### config.mk
export PLATFORM = sky130hd
export DESIGN_NAME = uart_frame_tx
export DESIGN_NICKNAME = d
export VERILOG_FILES = /design/src/rtl/uft_pkg.sv /design/src/rtl/uft_edge_det.sv /design/src/rtl/uft_slot_timer.sv /design/src/rtl/uft_sequencer.sv /design/src/rtl/uart_frame_tx.sv
export SDC_FILE = /design/constraint.sdc
export NUM_CORES = 1
export LEC_CHECK = 0
export BUFFER_PORTS_ARGS = -buffer_cell sky130_fd_sc_hd__buf_2
export CORE_ASPECT_RATIO = 1.5
export CORE_MARGIN = 1
export CORE_UTILIZATION = 51
export DETAILED_ROUTE_END_ITERATION = 6
export PLACE_DENSITY_LB_ADDON = 0.05
export SLEW_MARGIN = 20
export SYNTH_ARGS = -nofsm -noshare
export SYNTH_HDL_FRONTEND = slang
export SYNTH_SLANG_ARGS = --single-unit
### constraint.sdc
create_clock -name clk -period 2.5 [get_ports clk]
set_input_delay 0.5 -clock clk [delete_from_list [all_inputs] [get_ports clk]]
set_output_delay 0.5 -clock clk [all_outputs]
set_load 0.01 [all_outputs]
### src/rtl/uft_pkg.sv
package uft_pkg;

    localparam int MAX_BITS = 8;

    typedef enum logic [1:0] {
        PAR_NONE = 2'b00,
        PAR_EVEN = 2'b01,
        PAR_ODD  = 2'b10,
        PAR_RSVD = 2'b11
    } par_mode_e;

    typedef enum logic [1:0] {
        STOP_ONE      = 2'b00,
        STOP_ONE_HALF = 2'b01,
        STOP_TWO      = 2'b10,
        STOP_RSVD     = 2'b11
    } stop_mode_e;

    typedef enum logic [2:0] {
        PH_IDLE,
        PH_START,
        PH_DATA,
        PH_PARITY,
        PH_STOP
    } phase_e;

    typedef struct packed {
        logic [2:0] last_idx;
        logic       has_par;
        logic       par_bit;
        stop_mode_e stop;
    } frame_cfg_t;

    function automatic logic [MAX_BITS-1:0] mask_word(logic [MAX_BITS-1:0] w, logic [1:0] len);
        logic [MAX_BITS-1:0] m;
        m = {MAX_BITS{1'b1}} >> (2'd3 - len);
        return w & m;
    endfunction

    function automatic frame_cfg_t build_cfg(logic [MAX_BITS-1:0] w, logic [1:0] len,
                                             par_mode_e pm, stop_mode_e sm);
        frame_cfg_t c;
        logic       ones_odd;
        ones_odd   = ^mask_word(w, len);
        c.last_idx = 3'd4 + {1'b0, len};
        c.has_par  = (pm == PAR_EVEN) || (pm == PAR_ODD);
        c.par_bit  = (pm == PAR_ODD) ? ~ones_odd : ones_odd;
        c.stop     = sm;
        return c;
    endfunction

endpackage

### src/rtl/uft_edge_det.sv
module uft_edge_det (
    input  logic clk,
    input  logic rst,
    input  logic level,
    output logic rise
);
    logic level_q;

    // Reset to high so a level already asserted at reset release is not an edge.
    always_ff @(posedge clk) begin
        if (rst) level_q <= 1'b1;
        else     level_q <= level;
    end

    assign rise = level & ~level_q;
endmodule

### src/rtl/uft_slot_timer.sv
module uft_slot_timer #(
    parameter int CW = 4
) (
    input  logic          clk,
    input  logic          rst,
    input  logic          run,
    input  logic [CW-1:0] slot_len,
    output logic          slot_end
);
    logic [CW-1:0] cnt;

    assign slot_end = run && (cnt == slot_len - CW'(1));

    always_ff @(posedge clk) begin
        if (rst || !run || slot_end) cnt <= '0;
        else                         cnt <= cnt + CW'(1);
    end
endmodule

### src/rtl/uft_sequencer.sv
module uft_sequencer
    import uft_pkg::*;
#(
    parameter int CLKS_PER_BIT = 16,
    parameter int CW           = 6
) (
    input  logic                clk,
    input  logic                rst,
    input  logic                go,
    input  logic [MAX_BITS-1:0] word,
    input  logic [1:0]          len_sel,
    input  logic [1:0]          par_sel,
    input  logic [1:0]          stop_sel,
    input  logic                slot_end,
    output logic [CW-1:0]       slot_len,
    output phase_e              phase,
    output logic                line
);
    localparam int SLOT_ONE      = CLKS_PER_BIT;
    localparam int SLOT_ONE_HALF = CLKS_PER_BIT + CLKS_PER_BIT / 2;
    localparam int SLOT_TWO      = 2 * CLKS_PER_BIT;

    frame_cfg_t          cfg;
    logic [MAX_BITS-1:0] shreg;
    logic [2:0]          bit_idx;

    always_ff @(posedge clk) begin
        if (rst) begin
            phase   <= PH_IDLE;
            cfg     <= '0;
            shreg   <= '0;
            bit_idx <= '0;
        end else begin
            unique case (phase)
                PH_IDLE: begin
                    if (go) begin
                        phase   <= PH_START;
                        cfg     <= build_cfg(word, len_sel, par_mode_e'(par_sel), stop_mode_e'(stop_sel));
                        shreg   <= word;
                        bit_idx <= '0;
                    end
                end
                PH_START: begin
                    if (slot_end) phase <= PH_DATA;
                end
                PH_DATA: begin
                    if (slot_end) begin
                        shreg <= shreg >> 1;
                        if (bit_idx == cfg.last_idx)
                            phase <= cfg.has_par ? PH_PARITY : PH_STOP;
                        else
                            bit_idx <= bit_idx + 3'd1;
                    end
                end
                PH_PARITY: begin
                    if (slot_end) phase <= PH_STOP;
                end
                PH_STOP: begin
                    if (slot_end) phase <= PH_IDLE;
                end
                default: phase <= PH_IDLE;
            endcase
        end
    end

    always_comb begin
        slot_len = CW'(SLOT_ONE);
        if (phase == PH_STOP) begin
            unique case (cfg.stop)
                STOP_ONE_HALF: slot_len = CW'(SLOT_ONE_HALF);
                STOP_TWO:      slot_len = CW'(SLOT_TWO);
                default:       slot_len = CW'(SLOT_ONE);
            endcase
        end
    end

    always_comb begin
        unique case (phase)
            PH_START:  line = 1'b0;
            PH_DATA:   line = shreg[0];
            PH_PARITY: line = cfg.par_bit;
            default:   line = 1'b1;
        endcase
    end
endmodule

### src/rtl/uart_frame_tx.sv
module uart_frame_tx
    import uft_pkg::*;
#(
    parameter int CLKS_PER_BIT = 16
) (
    input  logic       clk,
    input  logic       rst,
    input  logic       send_cmd,
    input  logic [7:0] tx_data,
    input  logic [1:0] len_sel,
    input  logic [1:0] par_sel,
    input  logic [1:0] stop_sel,
    output logic       tx_line,
    output logic       busy
);
    localparam int CW = $clog2(2 * CLKS_PER_BIT + 1);

    logic          go;
    logic          slot_end;
    logic [CW-1:0] slot_len;
    phase_e        phase;
    logic          run;

    uft_edge_det u_edge (
        .clk   (clk),
        .rst   (rst),
        .level (send_cmd),
        .rise  (go)
    );

    assign run = (phase != PH_IDLE);

    uft_slot_timer #(.CW(CW)) u_timer (
        .clk      (clk),
        .rst      (rst),
        .run      (run),
        .slot_len (slot_len),
        .slot_end (slot_end)
    );

    uft_sequencer #(.CLKS_PER_BIT(CLKS_PER_BIT), .CW(CW)) u_seq (
        .clk      (clk),
        .rst      (rst),
        .go       (go),
        .word     (tx_data),
        .len_sel  (len_sel),
        .par_sel  (par_sel),
        .stop_sel (stop_sel),
        .slot_end (slot_end),
        .slot_len (slot_len),
        .phase    (phase),
        .line     (tx_line)
    );

    assign busy = run;
endmodule

# Word-level counts from Yosys, hierarchy flattened
# Cells that the tools add are included.
[op_classes] n_shift=1 n_reduce_logical=13 eq_ne=17 n_mux=19 addsub=5 n_bitwise=4
[op_table] cell="$mux 3" n=10
[op_table] cell="$mux 8" n=2
[op_table] cell="$pmux 8 s2" n=1
[op_table] cell="$pmux 3 s5" n=1
[op_table] cell="$ne 2x2->1 const B" n=6
[op_table] cell="$pmux 6 s2" n=1
[op_table] cell="$and 8x8->8" n=1
[op_table] cell="$reduce_xor 8->1" n=1
[op_table] cell="$shr 8x2->8 const A" n=1
[op_table] cell="$add 6x1->6 const B" n=1
[op_table] cell="$eq 3x2->1 const B" n=2
[op_table] cell="$eq 6x6->1" n=1
[op_table] cell="$mux 6" n=1
[op_table] cell="$pmux 3 s2" n=1
[op_table] cell="$reduce_and 6->1" n=1
[op_table] cell="$sub 6x1->6 const B" n=1
[op_table] cell="$eq 2x1->1 const B" n=2
[op_table] cell="$eq 2x2->1 const B" n=2
[op_table] cell="$reduce_and 4->1" n=1
[op_table] cell="$add 3x1->3 const B" n=1
[op_table] cell="$add 3x2->3 const A" n=1
[op_table] cell="$eq 3x1->1 const B" n=1
[op_table] cell="$eq 3x3->1" n=1
[op_table] cell="$eq 3x3->1 const B" n=1
[op_table] cell="other kinds (14)" n=17
[totals] regBits=28

# Logic depth before layout (Yosys ltp)
# Gate-level depths: netlist (run 1).
[logic_depth] word_depth=8 ltp_mapped=10 mapped_depth_nobuf=8

# Cells and area by module
# Synthesis (run 1) repeated with hierarchy kept, for this count alone.
[hier_totals] cells_unflattened=191 hier_area_um2=1742.9
[by_module_without_submodules] module="uft_sequencer" cells_per_inst=137 area_per_inst_um2=1237.4 n_inst=1 seq_area_each_um2=420.4
[by_module_without_submodules] module="uft_slot_timer" cells_per_inst=50 area_per_inst_um2=466.7 n_inst=1 seq_area_each_um2=120.1
[by_module_without_submodules] module="uft_edge_det" cells_per_inst=3 area_per_inst_um2=32.5 n_inst=1 seq_area_each_um2=20.0
[by_module_without_submodules] module="uart_frame_tx" cells_per_inst=1 area_per_inst_um2=6.3 n_inst=1 seq_area_each_um2=0.0

# Least setup slack after synthesis (run 1)
# No wires, ideal clock.
[synth_path] path_type="flip-flop to flip-flop" startpoint="register u_seq.phase[1]" endpoint="register u_seq.phase[0]" setup_time_ns=0.121 period_less_slack_ns=2.456 required_ns=2.379 path_buffers=1 path_stages_with_launch=10 arrival_ns=2.335 setup_slack_ns=0.044 cell_sequence="dfxtp_1 > buf_6 > or3b_4 > nor3b_1 > ha_1 > xnor2_1 > nand4_1 > a21oi_1 > o311a_1 > mux2_2"
[synth_via] elab_chain_len=7 elab_cells_between_ends=18 cone_classes="1 x add/sub; 11 x eq/ne; 2 x mux; 4 x reduce/logical"
[synth_rtl] element="start, declared" line="uft_sequencer.sv:16" rtl="output phase_e phase,"
[synth_rtl] element="start signal, assigned" line="uft_sequencer.sv:50" rtl="phase <= cfg.has_par ? PH_PARITY : PH_STOP;"
[synth_rtl] element="$eq 3x3->1" line="uft_sequencer.sv:34, uft_sequencer.sv:68"
[synth_rtl] element="$mux 6" line="uft_sequencer.sv:68" rtl="if (phase == PH_STOP) begin"
[synth_rtl] element="$sub 6x1->6" line="uft_slot_timer.sv:12" rtl="assign slot_end = run && (cnt == slot_len - CW'(1));"
[synth_rtl] element="$eq 6x6->1" line="uft_slot_timer.sv:12"
[synth_rtl] element="$logic_and 1x1->1" line="uft_slot_timer.sv:12"
[synth_rtl] element="$ne 2x2->1 (no source line)"
[synth_rtl] element="$reduce_and 6->1 (no source line)"
# Several ways; a longest one is shown, not always the timed one.
# A chain may end at the register's enable or synchronous reset.

# Final worst setup path (run 1)
[layout_path] startpoint="register u_seq.phase[0]" endpoint="register u_seq.shreg[5]"
[layout_via] elab_chain_len=7 elab_cells_between_ends=13 cone_classes="1 x add/sub; 5 x eq/ne; 2 x mux; 5 x reduce/logical"
[layout_rtl] element="$eq 3x3->1" line="uft_sequencer.sv:68"
[layout_rtl] element="$mux 6" line="uft_sequencer.sv:68"
[layout_rtl] element="$sub 6x1->6" line="uft_slot_timer.sv:12"
[layout_rtl] element="$eq 6x6->1" line="uft_slot_timer.sv:12"
[layout_rtl] element="$logic_and 1x1->1" line="uft_slot_timer.sv:12"
[layout_rtl] element="$ne 2x2->1 (no source line)"
[layout_rtl] element="$reduce_and 3->1 (no source line)"
[layout_rtl] element="end signal, assigned" line="uft_sequencer.sv:39" rtl="shreg <= word;"
[layout_rtl] element="end signal, assigned" line="uft_sequencer.sv:48" rtl="shreg <= shreg >> 1;"
[layout_rtl] element="end, declared" line="uft_sequencer.sv:24" rtl="logic [MAX_BITS-1:0] shreg;"
# Several ways; a longest one is shown, not always the timed one.

==> results of run 1 <==
stage by stage:
stage          hold slack [ns]  setup TNS (ns)  std cells
2_1_floorplan            0.413               0        173
5_1_grt                  0.419          -0.247        233
3_3_place_gp             0.427               0        229
6_report                 0.416               0        233
3_5_place_dp             0.439               0        229
4_1_cts                  0.408               0        233
synth_stat cells, types with 3 or more instances:
cell type,number
a21oi_1,7
buf_2,3
clkbuf_1,3
dfxtp_1,28
ha_1,4
inv_1,8
mux2i_1,7
nand2_1,16
nand3_1,3
nor2_1,20
nor3_1,7
nor3b_2,6
o21ai_0,8
or2_2,4
xnor2_1,15
power by group:
part	switching [mW]	internal, mW	leakage [nW]
Sequential	0.0151	0.474	0.228
Combinational	0.114	0.104	0.432
Clock	0.145	0.215	0.0357
worst min path at each step:
stage	from	end	slack [ns]	depth (start not counted)
finish	send_cmd	u_edge.level_q	0.42	2
global placement	u_timer.cnt[0]	u_timer.cnt[0]	0.43	1
detailed placement	u_timer.cnt[0]	u_timer.cnt[0]	0.44	1
CTS	send_cmd	u_edge.level_q	0.41	2
global route	send_cmd	u_edge.level_q	0.42	2
floorplan	u_timer.cnt[0]	u_timer.cnt[0]	0.41	1
worst reg2reg max path, stage by stage, from the launching register on:
cell,delay [ns]
dfxtp_1,0.33
or3b_4,0.42
nor3b_2,0.18
ha_1,0.25
xnor2_1,0.15
nand4_1,0.14
buf_4,0.18
a211oi_4,0.21
buf_12,0.17
o21ai_0,0.07
nor3b_2,0.16
state kept, by name, indices dropped and copies added, names as in the netlist:
name	cells
u_seq.bit_idx	3
u_seq.cfg	7
u_timer.cnt	6
u_seq.shreg	8
u_seq.phase	3
u_edge.level_q	1
cells by family (layout without fill, tap and decap cells):
group,Yosys count,after routing,synth area share
xor gates and xnor gates,17,17,0.0970
and+or+nand+nor,69,69,0.251
adders and majority gates,4,4,0.0326
AOI/OAI and AO/OA,29,29,0.140
buffers and inverters,17,38,0.0538
DFF,28,28,0.365
muxes,9,9,0.0603
what timing repair did:
action | in CTS | in global routing
endpoints found under the setup margin | 0 | 11
gates resized for setup | 0 | 2
hold buffers | 0 | 0
layer usage:
layer	vias to the layer above	track usage	share of wire
li1	631	-	-
met1	609	0.258	0.41
met2	17	0.380	0.55
met3	5	0.0234	0.017
met4	0	0.0857	0.019
met5	-	0	0
area by class of cell:
type,instances,area (µm²)
clock inverters,1,30.0
well taps,39,48.8
clock buffers,3,41.3
multi-input cells,128,905
inverters,8,30.0
flip-flops and latches,28,561
fillers,293,1100
repair buffers,26,163
==> summary.txt, run 1 <==
Floorplan
  • Die area: approximately 3200 µm²
  • Rows: 24
  • I/O pin count: 19
  • Die Width: about 47 µm
  • Die span in y: approximately 70 µm
  • Core Area: 2880 µm²
  • Initial Utilization: 0.533

Placed design
  • Post-DP Area: ~1700 µm²
  • PortBufs: 18
  • Detailed placement HPWL: 2.27 mm
  • GPL Wtd Cong: roughly 0.77
  • Setup WS pre-CTS: 0.115 ns

Critical path
  • Critical path required time: 2.66 ns
  • R2r setup slk: 0.11 ns
  • Slowest stage cell, crit path: or3b_4
  • Crit-path max cell delay: 0.42 ns
  • Reg-to-reg startpoint: u_seq.phase[0]
  • Critical path peak fanout: 15
  • Critical path type: flip-flop to flip-flop
  • R2R depth: 10
  • CP Data Arrival Time: 2.54 ns
  • CP Cell Sequence: or3b_4 > nor3b_2 > ha_1 > xnor2_1 > nand4_1 > buf_4 > a211oi_4 > buf_12 > o21ai_0 > nor3b_2
  • R2r endpoint: u_seq.shreg[5]
  • Worst setup EP type: flip-flop
  • CP endpoint: u_seq.shreg[5]
  • CP startpoint: u_seq.phase[0]
  • Worst path most repeated cell: nor3b_2
  • Crit. path cell count: 10
  • Critical path buffer and inverter count: 2
  • CP delay by family, top: simple AND/OR/NAND/NOR gates
  • Startpoint types: flip-flop

Route
  • Via/cell ratio: 5.42
  • Drt pass-1 iters: 6
  • Final wirelength: roughly 3.0 mm
  • Via count: 1262
  • Antenna viol nets, final: 0
  • # DRC: 1
  • Routed wire per std cell: 12.9 µm
  • DR iter-0 viols: 24

Final layout
  • Commonest non-fill, non-tap cell in the layout: dfxtp_1
  • Commonest cells after routing, fill and taps aside: 28 x dfxtp_1, 20 x nor2_1, 18 x buf_2, 16 x nand2_1, 15 x xnor2_1
  • Nets: 216
  • Ant. Diodes: 0
  • Layout cell share with drive strength beyond 1: 0.263
  • Post-Layout Inst Area: 1780 µm²
  • P&R area growth vs syn: 15.8%
  • Final core occ: 0.617

Logic synthesis
  • Avg Inst Size Synth: 8.87 µm²
  • Number of synthesized flops with an enable pin: 0
  • Top FF cell, synth: dfxtp_1
  • Share of the synthesized area in the top cell type: 0.365
  • Mapped Area: 1540 µm²
  • Distinct cell type count after synthesis: 43
  • Synth async-reset ratio: 0
  • Biggest area consumer among synthesized cells: dfxtp_1
  • Warnings from Yosys: 0
  • Cell count after synthesis: 173
  • Register bit total from synthesis: 28
  • Ranking of synthesized cells by area: dfxtp_1 37%, xnor2_1 8.6%, nor2_1 4.9%
  • Syn nets: 194
  • Sequential area share after synthesis: 0.365

Timing
  • Slew Viols, Final: 0
  • # setup viols final: 0
  • Slew HR: 0.659
  • Final hold violations: 0
  • Worst slew pin tran: 0.511 ns
  • Max Clock Skew: 0.00602 ns
  • Min cycle time layout: 2.39 ns
  • Fin worst setup slack: between 0.1 and 0.15 ns
  • F_max: 419 MHz
  • Crit share post-route: 0.955
  • RSZ-0062 raised after global routing: yes

Clocking
  • Postcts setup bufs: 0
  • # clock sinks: 28
  • Num CTS Buffers: 3
  • CTS root buffer: clkbuf_8
  • Clock Latency Late Sink: between 0.2 and 0.3 ns
  • H-tree Lvls: 1
  • CTS tree: built
  • Longest Clk Path Bufs: 2
  • Worst-path clk slew: approximately 0.10 ns

Power and ir drop
  • Pleak: a little under 0.7 nW
  • Power Dens Cells: 600 nW/µm²
  • Worst ir drop on vdd: 0.000391 V
  • Tot Pwr: between 1 and 1.5 mW

Status
  • Failing checks: DRC
  • Status: finished, violations left

Global route
  • GRT Util Overall: 0.219
  • Initial antenna violation count: 0
  • Vias in the first global route: 1255
  • Largest net degree at the start of global routing: 26
  • First-pass GRT wire length: roughly 5.3 mm
  • Gr ovfl total: 0

Flow run
  • Max-Cap Viols: 0

Min path
  • Worst hold path type: primary input to flip-flop
(Power assumes the default switching activity.)
==> run 2, diff against run 1 <==
--- a/config.mk
+++ b/config.mk
@@ -6,10 +6,13 @@
 export NUM_CORES = 1
 export LEC_CHECK = 0
 export BUFFER_PORTS_ARGS = -buffer_cell sky130_fd_sc_hd__buf_2
+export CELL_PAD_IN_SITES_DETAIL_PLACEMENT = 1
+export CELL_PAD_IN_SITES_GLOBAL_PLACEMENT = 1
 export CORE_ASPECT_RATIO = 1.5
 export CORE_MARGIN = 1
-export CORE_UTILIZATION = 51
+export CORE_UTILIZATION = 39
 export DETAILED_ROUTE_END_ITERATION = 6
+export GPL_ROUTABILITY_DRIVEN = 0
 export PLACE_DENSITY_LB_ADDON = 0.05
 export SLEW_MARGIN = 20
 export SYNTH_ARGS = -nofsm -noshare
==> run 2 against run 1 <==
The run ends with setup timing left. Register-to-register slack got worse by 0.15 ns. Maximum frequency shrank 5.9%. Routed wire length up 24%. Final cell count is 3.4% higher. Flip-flop and latch count stayed put. Clock skew is 0.0030 ns lower. Sequential share of layout area down 1.2 points. Count of clock-buffer cells in the layout increased by 1. First-iteration DRC count is 54% lower. Total power is 5.0% lower. Worst setup slack got worse by 0.15 ns. Critical path depth is 1 lower. Largest power group unchanged.
==> summary.txt, run 2 (synthesis results as in run 1) <==
Timing
  • Setup TNS: -0.0520 ns
  • Slew Viols, Final: 0
  • F_max: 394 MHz
  • RSZ-0062 raised after global routing: yes
  • Crit share post-route: 1.01
  • Worst slew pin tran: 0.562 ns
  • Min cycle time layout: 2.54 ns
  • Fin worst setup slack: -0.0367 ns
  • Final hold violations: 0
  • # setup viols final: 3
  • Max Clock Skew: 0.00300 ns
  • Slew HR: 0.615

Clocking
  • CTS tree: built
  • Num CTS Buffers: 3
  • # clock sinks: 28
  • Longest Clk Path Bufs: 2
  • Clock Latency Late Sink: 0.28 ns
  • Worst-path clk slew: 0.10 ns
  • H-tree Lvls: 1
  • CTS root buffer: clkbuf_8
  • Cts hold-fix bufs: 0

Final layout
  • P&R area growth vs syn: 21.1%
  • Multi-input combinational cell area: 943 µm²
  • Largest Register: u_seq.shreg
  • Sequential standard cell area: 563 µm²
  • Ant. Diodes: 0
  • Biggest regs: u_seq.shreg: 8 flops, u_seq.cfg: 7 flops, u_timer.cnt: 6 flops
  • Fillers: 441
  • Final core occ: 0.500
  • Max FFs per register: 8
  • Cell Count, Final, Fillers Out: 241
  • Commonest non-fill, non-tap cell in the layout: dfxtp_1
  • Layout cell share with drive strength beyond 1: 0.313
  • Nets: 220
  • Commonest cells after routing, fill and taps aside: 26 x dfxtp_1, 20 x nor2_1, 18 x buf_2, 16 x nand2_1, 15 x xnor2_1

Route
  • Final wirelength: 3.72 mm
  • Routed wire per std cell: ~15 µm
  • Antenna viol nets, final: 0
  • # DRC: 0
  • Via count: 1269
  • DR WL met2: 2.13 mm
  • DR iter-0 viols: 11
  • Wire length on met3: 63 µm
  • Via/cell ratio: 5.27
  • Drt pass-1 iters: 4
  • M1 WL: 1.46 mm
  • Max Used Layer: met4

Placed design
  • Setup WS pre-CTS: -0.110 ns
  • PortBufs: 18
  • Dpl cells: 232
  • Detailed placement HPWL: 2.72 mm

Critical path
  • R2r setup slk: -0.04 ns
  • Startpoint types: flip-flop
  • R2r endpoint: u_seq.phase[0]
  • CP startpoint: u_seq.phase[1]
  • R2R depth: 9
  • Worst setup EP type: flip-flop
  • Critical path peak fanout: 4
  • CP Data Arrival Time: 2.71 ns
  • Critical path required time: 2.68 ns
  • Critical path type: flip-flop to flip-flop
  • Reg-to-reg startpoint: u_seq.phase[1]

Power and ir drop
  • Pleak: a little over 0.7 nW
  • Combinational share of power: 0.233
  • Cell Int Power: between 0.7 and 0.8 mW
  • Sw Share: 0.283
  • Reg power frac: 0.483
  • Power Dens Cells: 545 nW/µm²
  • NetSw: 0.286 mW
  • Worst ir drop on vdd: ~0.00037 V
  • Clk pwr share: 0.284

Global route
  • GRT Util Overall: 0.185
  • Initial antenna violation count: 0
  • Vias in the first global route: 1342
  • First-pass GRT wire length: 5.78 mm
  • Largest net degree at the start of global routing: 25
  • Gr ovfl total: 0

Floorplan
  • Core Area: between 3000 and 4000 µm²
  • Die area: 4200 µm²
  • I/O pin count: 19
  • Initial Utilization: 0.413
  • Die Width: ~53 µm
  • Die span in y: 78.8 µm
  • Rows: 27

Min path
  • Worst hold path type: primary input to flip-flop
  • Min-Delay Startpoint: send_cmd
  • Hold path cells: 2
  • Hold path endpoint: u_edge.level_q

Status
  • Failing checks: setup timing
  • Status: finished, violations left

Flow run
  • Max-Cap Viols: 0
==> run 2: worst max-delay path by stage <==
| stage | depth (start not counted) | slack (ns) | end |
|---|---|---|---|
| after floorplan | 9 | 0.04 | u_seq.phase[0] |
| after global placement | 8 | 0.05 | u_seq.phase[0] |
| after detailed placement | 8 | -0.11 | u_seq.phase[0] |
| after CTS | 8 | 0.02 | u_seq.phase[0] |
| after global routing | 10 | -0.15 | u_seq.bit_idx[1] |
| final | 9 | -0.04 | u_seq.phase[0] |
==> run 2: timing repair <==
| action | in CTS | in global routing |
|---|---|---|
| setup buffers | 1 | 3 |
| gates resized for setup | 2 | 18 |
| endpoints found under the setup margin | 1 | 18 |
| cloned | 0 | 1 |
| pin swaps | 1 | 7 |
==> run 2: cell type report <==
type	count	share of cell area
Clock buffer	4	0.0296
Inverter	8	0.0162
Multi-Input combinational cell	128	0.507
Sequential cell	28	0.303
Tap cell	43	0.0289
Timing Repair Buffer	30	0.115
==> run 2: power by group through the flow <==
stage	clock (mW)	combinational [mW]	sequential, mW
3_3_place_gp	0	0.223	0.498
6_report	0.288	0.236	0.489
5_1_grt	0.310	0.261	0.492
4_1_cts	0.299	0.229	0.490
3_5_place_dp	0	0.228	0.500
2_1_floorplan	0	0.152	0.501
==> run 2: worst max-delay path: stages (launching register included) <==
cell and delay [ns]:
dfxtp_2 0.33, or3b_4 0.41, nor3b_2 0.17, ha_1 0.26, xnor2_1 0.20, nand4_1 0.20, buf_4 0.22, a21oi_4 0.12
o311a_1 0.22, mux2_4 0.31
==> run 2: per-stage QoR <==
step / cell area [µm²] / hold WS, ns / power [mW]
floorplan: 1540 / 0.413 / 0.654
global placement: 1690 / 0.428 / 0.721
detailed placement: 1690 / 0.439 / 0.728
CTS: 1760 / 0.423 / 1.02
global route: 1860 / 0.433 / 1.06
finish: 1860 / 0.426 / 1.01
==> run 2: metal layers <==
metal,vias up,global-route usage
met5,-,0
met4,0,0.0711
met3,6,0.0230
met2,17,0.351
met1,603,0.193
li1,643,-
